$ cat src/rtl/lpr_pkg.sv
package lpr_pkg;

  typedef enum logic [1:0] {
    LPR_IDLE  = 2'd0,
    LPR_COUNT = 2'd1,
    LPR_PULSE = 2'd2,
    LPR_WAIT  = 2'd3
  } lpr_state_e;

endpackage

$ cat src/rtl/lpr_sync.sv
// Multi-stage level synchronizer; the last stage feeds the control logic.
module lpr_sync #(
  parameter int  STAGES    = 2,
  parameter logic RESET_VAL = 1'b1
) (
  input  logic clk,
  input  logic rst_n,
  input  logic d_in,
  output logic d_out
);

  logic [STAGES-1:0] chain_q;

  genvar g;
  generate
    for (g = 0; g < STAGES; g++) begin : g_stage
      if (g == 0) begin : g_first
        always_ff @(posedge clk or negedge rst_n) begin
          if (!rst_n) chain_q[0] <= RESET_VAL;
          else        chain_q[0] <= d_in;
        end
      end else begin : g_next
        always_ff @(posedge clk or negedge rst_n) begin
          if (!rst_n) chain_q[g] <= RESET_VAL;
          else        chain_q[g] <= chain_q[g-1];
        end
      end
    end
  endgenerate

  assign d_out = chain_q[STAGES-1];

endmodule

$ cat src/rtl/lpr_mode_latch.sv
// Holds the operating mode; loads only when the controller allows it.
module lpr_mode_latch (
  input  logic clk,
  input  logic rst_n,
  input  logic load,
  input  logic sel,
  output logic mode_test
);

  always_ff @(posedge clk or negedge rst_n) begin
    if (!rst_n)    mode_test <= 1'b0;
    else if (load) mode_test <= sel;
  end

endmodule

$ cat src/rtl/lpr_counter.sv
// Saturating up-counter: start loads 1, run advances until TARGET is reached.
module lpr_counter #(
  parameter int unsigned TARGET = 16
) (
  input  logic clk,
  input  logic rst_n,
  input  logic start,
  input  logic run,
  output logic done
);

  localparam int unsigned W = (TARGET < 2) ? 1 : $clog2(TARGET + 1);
  localparam logic [W-1:0] TGT = W'(TARGET);

  logic [W-1:0] cnt_q;

  assign done = (cnt_q == TGT);

  always_ff @(posedge clk or negedge rst_n) begin
    if (!rst_n)             cnt_q <= '0;
    else if (start)         cnt_q <= W'(1);
    else if (run && !done)  cnt_q <= cnt_q + W'(1);
  end

endmodule

$ cat src/rtl/lpr_fsm.sv
// Controller: idle -> count -> pulse -> (wait for release) -> idle.
module lpr_fsm
  import lpr_pkg::*;
(
  input  logic       clk,
  input  logic       rst_n,
  input  logic       btn_s,       // synchronized button, 1 = released
  input  logic       mode_test,
  input  logic       hold_done,
  input  logic       pulse_done,
  output logic       hold_start,
  output logic       hold_run,
  output logic       pulse_start,
  output logic       pulse_run,
  output logic       mode_load,
  output logic       drive_q,
  output lpr_state_e state_q
);

  lpr_state_e state_d;

  always_comb begin
    state_d     = state_q;
    hold_start  = 1'b0;
    pulse_start = 1'b0;
    mode_load   = 1'b0;
    unique case (state_q)
      LPR_IDLE: begin
        if (btn_s) begin
          mode_load = 1'b1;
        end else if (mode_test) begin
          state_d     = LPR_PULSE;
          pulse_start = 1'b1;
        end else begin
          state_d    = LPR_COUNT;
          hold_start = 1'b1;
        end
      end
      LPR_COUNT: begin
        if (btn_s) begin
          state_d = LPR_IDLE;
        end else if (hold_done) begin
          state_d     = LPR_PULSE;
          pulse_start = 1'b1;
        end
      end
      LPR_PULSE: begin
        if (pulse_done) state_d = btn_s ? LPR_IDLE : LPR_WAIT;
      end
      LPR_WAIT: begin
        if (btn_s) state_d = LPR_IDLE;
      end
      default: state_d = LPR_IDLE;
    endcase
  end

  assign hold_run  = (state_q == LPR_COUNT);
  assign pulse_run = (state_q == LPR_PULSE);

  always_ff @(posedge clk or negedge rst_n) begin
    if (!rst_n) begin
      state_q <= LPR_IDLE;
      drive_q <= 1'b0;
    end else begin
      state_q <= state_d;
      drive_q <= (state_d == LPR_PULSE);
    end
  end

endmodule

$ cat src/rtl/longpress_reset_timer.sv
// Long-press reset pulse timer. HOLD_CYC must be at least 2, PULSE_CYC at least 1.
module longpress_reset_timer
  import lpr_pkg::*;
#(
  parameter int unsigned HOLD_CYC    = 937_500_000, // 7.5 s at 125 MHz
  parameter int unsigned PULSE_CYC   = 50_000_000,  // 400 ms at 125 MHz
  parameter int unsigned SYNC_STAGES = 2
) (
  input  logic clk,
  input  logic rst_n,
  input  logic btn_n,
  input  logic test_sel,
  output logic rst_out_n,
  output logic rst_drive
);

  // The count-state check fires on the HOLD_CYC-th low sample; the idle
  // cycle that entered counting supplies the first one.
  localparam int unsigned HOLD_TGT = HOLD_CYC - 1;

  logic       btn_s;
  logic       mode_test;
  logic       hold_start, hold_run, hold_done;
  logic       pulse_start, pulse_run, pulse_done;
  logic       mode_load;
  logic       drive_q;
  lpr_state_e state_q;

  lpr_sync #(
    .STAGES   (SYNC_STAGES),
    .RESET_VAL(1'b1)
  ) u_sync (
    .clk  (clk),
    .rst_n(rst_n),
    .d_in (btn_n),
    .d_out(btn_s)
  );

  lpr_mode_latch u_mode (
    .clk      (clk),
    .rst_n    (rst_n),
    .load     (mode_load),
    .sel      (test_sel),
    .mode_test(mode_test)
  );

  lpr_counter #(.TARGET(HOLD_TGT)) u_hold (
    .clk  (clk),
    .rst_n(rst_n),
    .start(hold_start),
    .run  (hold_run),
    .done (hold_done)
  );

  lpr_counter #(.TARGET(PULSE_CYC)) u_pulse (
    .clk  (clk),
    .rst_n(rst_n),
    .start(pulse_start),
    .run  (pulse_run),
    .done (pulse_done)
  );

  lpr_fsm u_fsm (
    .clk        (clk),
    .rst_n      (rst_n),
    .btn_s      (btn_s),
    .mode_test  (mode_test),
    .hold_done  (hold_done),
    .pulse_done (pulse_done),
    .hold_start (hold_start),
    .hold_run   (hold_run),
    .pulse_start(pulse_start),
    .pulse_run  (pulse_run),
    .mode_load  (mode_load),
    .drive_q    (drive_q),
    .state_q    (state_q)
  );

  assign rst_drive = drive_q;
  assign rst_out_n = ~drive_q;

endmodule

$ cat config.mk
export PLATFORM = sky130hd
export DESIGN_NAME = longpress_reset_timer
export DESIGN_NICKNAME = d
export VERILOG_FILES = /design/src/rtl/lpr_pkg.sv /design/src/rtl/lpr_sync.sv /design/src/rtl/lpr_mode_latch.sv /design/src/rtl/lpr_counter.sv /design/src/rtl/lpr_fsm.sv /design/src/rtl/longpress_reset_timer.sv
export SDC_FILE = /design/constraint.sdc
export NUM_CORES = 1
export LEC_CHECK = 0
export ABC_AREA = 1
export BUFFER_PORTS_ARGS = -buffer_cell sky130_fd_sc_hd__buf_2
export CORE_UTILIZATION = 45
export CTS_CLUSTER_DIAMETER = 150
export CTS_CLUSTER_SIZE = 25
export DETAILED_ROUTE_END_ITERATION = 7
export GPL_TIMING_DRIVEN = 0
export SYNTH_ARGS = -nofsm -noshare
export SYNTH_HDL_FRONTEND = slang
export SYNTH_HIERARCHICAL = 1
export SYNTH_SLANG_ARGS = --single-unit
$ cat constraint.sdc
create_clock -name clk -period 2 [get_ports clk]
set_input_delay 0.2 -clock clk [delete_from_list [all_inputs] [get_ports clk]]
set_output_delay 0.2 -clock clk [all_outputs]
set_load 0.005 [all_outputs]
Yosys cells after proc, flatten, opt, wreduce, memory -nomap -nowiden
Index checks and enable logic that the tools add are counted.

Memories kept: 0. Memory bits (writable): 0. Register bits after elaboration: 62. Memory bits (read-only): 0. Bits in latches: 0.

Add/sub/neg operators: 2. Bitwise logic cells: 1. Shift operators: 0. Reduce and logical (&&, ||, !) cells: 7. Div/mod/pow operators: 0. Multipliers: 0. Magnitude comparators: 0. Eq/ne operators: 6. Multiplexer cells: 22.

Operator list (count): $mux W30 (2); $mux W26 (2); $add A30 B1 Y30 const B (1); $eq A30 B30 Y1 const B (1); $add A26 B1 Y26 const B (1); $eq A26 B26 Y1 const B (1); $mux W2 (7); $mux W1 (9); $pmux W2 S4 (1); $eq A2 B2 Y1 const B (3); $reduce_bool A2 Y1 (2); $eq A2 B1 Y1 const B (1); $logic_and A1 B1 Y1 (2); $logic_not A1 Y1 (2); $logic_not A2 Y1 (1); $pmux W1 S2 (1); $not A1 Y1 (1).

Depth between registers and ports, before layout
Depth in word-level cells: 5. Gate-level depth with buffers: 17.

Modules after synthesis
The synthesis kept the hierarchy.

Modules (own cells, without submodules): lpr_counter at u_hold (seq. area each 750.7 um^2, times used 1, area each 2125.8 um^2, cells an instance 341); lpr_counter at u_pulse (seq. area each 650.6 um^2, times used 1, area each 1969.4 um^2, cells an instance 297); lpr_fsm (seq. area each 75.1 um^2, times used 1, area each 191.4 um^2, cells an instance 30); lpr_sync (seq. area each 52.6 um^2, times used 1, area each 52.6 um^2, cells an instance 2); lpr_mode_latch (seq. area each 25.0 um^2, times used 1, area each 40.0 um^2, cells an instance 5); longpress_reset_timer (seq. area each 0.0 um^2, times used 1, area each 3.8 um^2, cells an instance 1).

Least setup slack after synthesis
Ideal clock, no wire load.

Path kind: register to register. From: reg u_hold.cnt_q[0]. To: reg u_pulse.cnt_q[22]. Data arrival time: 2143 ps. Slack: -262 ps. Setup time: 119 ps. Path buffers: 2. Clock period less this slack: 2262 ps. Cell stages (with the launch flop): 17. Cell sequence: dfrtp_1 ha_1 nand2_1 nor2_2 nand2_2 nor2_4 nand2_2 inv_1 inv_1 nor2_1 nand2_1 nand2_2 buf_2 clkinv_1 clkbuf_1 nand4_1 nand2_1.

Word-level cells in the longest chain between the ends: 5.

Ends and longest elaborated chain: start, declared (RTL line lpr_counter.sv:15) `logic [W-1:0] cnt_q;`; start signal, assigned (RTL line lpr_counter.sv:22) `else if (run && !done) cnt_q <= cnt_q + W'(1);`; $eq A30 B30 Y1 * (RTL line lpr_counter.sv:17) `assign done = (cnt_q == TGT);`; named net hold_done (RTL line longpress_reset_timer.sv:23) `logic hold_start, hold_run, hold_done;`; $mux W1 * (RTL line lpr_fsm.sv:42) `end else if (hold_done) begin`; $mux W1 * (RTL line lpr_fsm.sv:40) `if (btn_s) begin`; $pmux W1 S2 * (RTL line lpr_fsm.sv:27) `unique case (state_q)`; named net pulse_start (RTL line longpress_reset_timer.sv:24) `logic pulse_start, pulse_run, pulse_done;`; $mux W26 or $reduce_bool A2 Y1 (tied branches); end signal, assigned (RTL line lpr_counter.sv:22); end, declared (RTL line lpr_counter.sv:15).

Mark *: on every way through the listed nets, which the timed path passes. The rest lies on a longest branch. A chain may end at the register's enable or synchronous reset.

Worst setup path after layout
From: reg u_hold.cnt_q[0]. To: reg u_pulse.cnt_q[11].

Same word-level chain as after synthesis.

==> impl_metrics.csv <==
group,metric,value,unit
timing,hold_viol_final,0,
clock_tree,cts.sinks,62,
die,row_count,35,
clock_tree,clock_latency,0.35,ns
timing,worst-slew-pin-transition,0.828,ns
final_layout,area.growth.synth_to_final,20.2,%
die,io-pin-count,6,
final_layout,final_util,56.5,%
pwr,p_per_area,425,mW/mm2
detailed_routing,via_count,4271,
place,hpwl,8420,um
global_routing,grt_util_met1,37.8,%
place,place_ws,-0.357,ns
die,dieArea,0.0101,mm2
setup_path,cp_top_family,"simple AND/OR/NAND/NOR gates",
setup_path,worstPathMaxFanout,5,
synthesis,synth-edff-count,0,
setup_path,cpMostUsedCell,"nand2_2",
pwr,ir_drop,0.000287,V
place,gp_congestion,0.916,
synthesis,synth_cell_types,34,
global_routing,grt_pass1_wl,18900,um
timing,timing.final.crit_period,1.99,ns
detailed_routing,drtIter0Drc,250,
detailed_routing,drcViolationCount,0,
setup_path,critPathSlowestCell,"dfrtp_1",
synthesis,ys_ff_latch,62,
synthesis,syn_nets,683,
detailed_routing,drt-pass1-iter-count,5,
pwr,p_leak,2.62,nW
synthesis,yosysSeqAreaShare,35.5,%
global_routing,grt_start_max_net_pins,63,
timing,tns,0,ns
final_layout,layout.nets,729,
clock_tree,numCtsBuffers,9,
final_layout,regArea,0.00156,mm2
clock_tree,clkTransAtPathRegs,0.07,ns
synthesis,synthTopCellsByCount,"267 x nand2_1, 107 x nor2_1, 66 x inv_1",
run,maxCapViolCount,0,
timing,worst_slack,0.0102,ns
timing,max_clock_freq,503,MHz
final_layout,diodes,0,
global_routing,antenna_found_initial,0,
die,core_area,0.00933,mm2
synthesis,async_reset_ff_share,100,%
detailed_routing,detail_route.wl_per_cell,13.9,um
die,die_w,101,um
global_routing,grtUsageTotal,24.5,%
setup_path,cpPeakStageDelay,0.40,ns
timing,period_share,99.5,%
clock_tree,ctsRootBufferMaster,"clkbuf_8",
final_layout,drive_gt1_share,19.4,%
detailed_routing,drt_wl_total,11900,um
setup_path,crit_chain,"ha_4, nand2_4, nor2_4, nand2_2, nor2_4, nand2_2, inv_2, inv_2, nor2_2, nand2_1, nand2_2, buf_12, buf_12, nor2_8, clkbuf_16, nand2_4, nand2_2",
die,start_util,47.0,%
detailed_routing,ant_nets,0,
synthesis,synth.most_common_cell,"nand2_1",
run_status,status,"complete, no violations",
setup_path,cp-start-kind,"flip-flop",
timing,maxSlewHeadroom,44.8,%
setup_path,timing_worst_setup_path_type,"flip-flop to flip-flop",
die,die_y,101,um
timing,rsz0062_at_grt,"yes",
synthesis,synth-main-ff-cell,"dfrtp_1",
synthesis,synth_area,0.00438,mm2
final_layout,multiInputGateArea,0.00263,mm2
synthesis,synth_warnings,6,
final_layout,fillers,928,
global_routing,overflow,0,
global_routing,grt_pass1_vias,3764,
global_routing,met2_usage,34.7,%
min_path,hp-class,"input pin to flip-flop",
synthesis,syn-instance-count,676,
clock_tree,cts_tree,"built",
detailed_routing,viasPerCell,5.00,
synthesis,yosys.area.top_type_share,34.3,%
setup_path,cp_num_buf_inv,5,
setup_path,end_kind,"flip-flop",
synthesis,yosys-top-cells-area,"dfrtp_1 34%, nand2_1 23%, nor2_1 9.2%, nand3_1 5.8%, inv_1 5.7%",
clock_tree,htreeDepth,3,
synthesis,syn_avg_cell_area,6.48,um2
synthesis,yosysTopAreaCell,"dfrtp_1",
setup_path,required,2.24,ns
global_routing,grt-busiest-layer,"met1",
timing,timing.hold.ws,0.0557,ns
timing,setup_viol,0,
clock_tree,clockBufferDepth,2,
timing,drv_slew,0,
timing,finalClockSkew,0.0101,ns
place,port_buffers,5,
global_routing,met3_usage,4.72,%
setup_path,arrival,2.23,ns
-- per-stage QoR --
step	area [um2]	cells	total power, W
2_1_floorplan	4400	676	0.00128
3_3_place_gp	4590	810	0.00131
3_5_place_dp	4590	810	0.00131
4_1_cts	4940	837	0.00228
5_1_grt	5270	854	0.00234
6_report	5270	854	0.00224
-- state kept, by name, summed over array words and instances (netlist names) --
signal	count
u_hold/cnt_q	30
u_pulse/cnt_q	26
u_fsm/state_q	2
u_fsm/drive_q	1
u_mode/mode_test	1
u_sync/chain_q	1
u_sync/d_out	1
-- power breakdown --
| group | switching, W | internal (W) |
|---|---|---|
| clock | 0.000483 | 0.000466 |
| sequential | 0.00000177 | 0.00126 |
| combinational | 0.0000274 | 0.00000580 |
-- final cells by class --
cell class	instances	area share, %
clock inverter	2	0.190
multi-input combinational	529	50.0
tap	129	3.06
clock buffer	12	2.75
sequential	62	29.6
buffer	12	2.71
inverter	73	5.56
timing repair buffer	35	6.22
-- cells in the final DEF, fill, tap and decap left out, types with 2 or more instances in the layout --
| master | instances |
|---|---|
| nand2_1 | 239 |
| nor2_1 | 103 |
| inv_1 | 62 |
| dfrtp_1 | 57 |
| nand3_1 | 51 |
| nand2_2 | 30 |
| nand4_1 | 26 |
| buf_4 | 25 |
| xor2_1 | 22 |
| nand2_4 | 13 |
| clkbuf_8 | 11 |
| nor2_2 | 10 |
| nor2_4 | 7 |
| inv_2 | 6 |
| buf_2 | 5 |
| buf_6 | 4 |
| nor3_1 | 4 |
| o21ai_0 | 4 |
| buf_12 | 4 |
| o21ai_2 | 4 |
| clkinv_2 | 3 |
| clkbuf_1 | 3 |
| clkbuf_16 | 3 |
| dfrtp_2 | 3 |
| dlygate4sd3_1 | 2 |
| clkinv_1 | 2 |
| xnor2_1 | 2 |
| o21ai_1 | 2 |
| nor2_8 | 2 |
| o21bai_1 | 2 |
| dfstp_2 | 2 |
-- routing by layer --
| layer | wire, um | share of wire (%) |
|---|---|---|
| met3 | 561 | 4.7 |
| met5 | 0 | 0 |
| met4 | 97 | 0.82 |
| met1 | 6210 | 52 |
| met2 | 5010 | 42 |
-- worst min-delay path: stages --
cell and delay, ns:
buf_2 0.08, nand2_1 0.04, nand2_1 0.05
-- timing repair --
action,CTS,global route
buffers inserted,9,15
gates cloned,2,2
pin swaps,5,21
endpoints found under the hold margin,61,0
resized for setup,16,53
hold buffers,2,0
endpoints found under the setup margin,46,38
-- cell families (layout without fill, tap and decap cells) --
group | after synthesis | count (layout) | share of synthesized area (%)
XOR/XNOR | 24 | 24 | 4.80
flip-flops | 62 | 62 | 35.5
adder cells (fa/ha/maj) | 3 | 3 | 0.857
AND/OR/NAND/NOR | 489 | 489 | 48.2
AO/OA/AOI/OAI | 13 | 13 | 2.03
buffers and inverters | 85 | 134 | 8.68
-- path summary, 6_finish.rpt --
check | endpoint | depth (start not counted) | from | slack, ns
max | u_pulse/cnt_q[11]$_DFFE_PN0P_ | 17 | u_hold/cnt_q[0]$_DFFE_PN0P_ | 0.01
min | u_mode/mode_test$_DFFE_PN0P_ | 3 | test_sel | 0.06
max reg2reg | u_pulse/cnt_q[11]$_DFFE_PN0P_ | 17 | u_hold/cnt_q[0]$_DFFE_PN0P_ | 0.01
min reg2reg | u_sync/d_out$_DFF_PN1_ | 0 | u_sync/chain_q[0]$_DFF_PN1_ | 0.36
max in group asynchronous | u_hold/cnt_q[15]$_DFFE_PN0P_ | 2 | rst_n | 0.90
min in group asynchronous | u_pulse/cnt_q[14]$_DFFE_PN0P_ | 2 | rst_n | 0.47
Note: power is estimated with default switching activity, not from simulation.
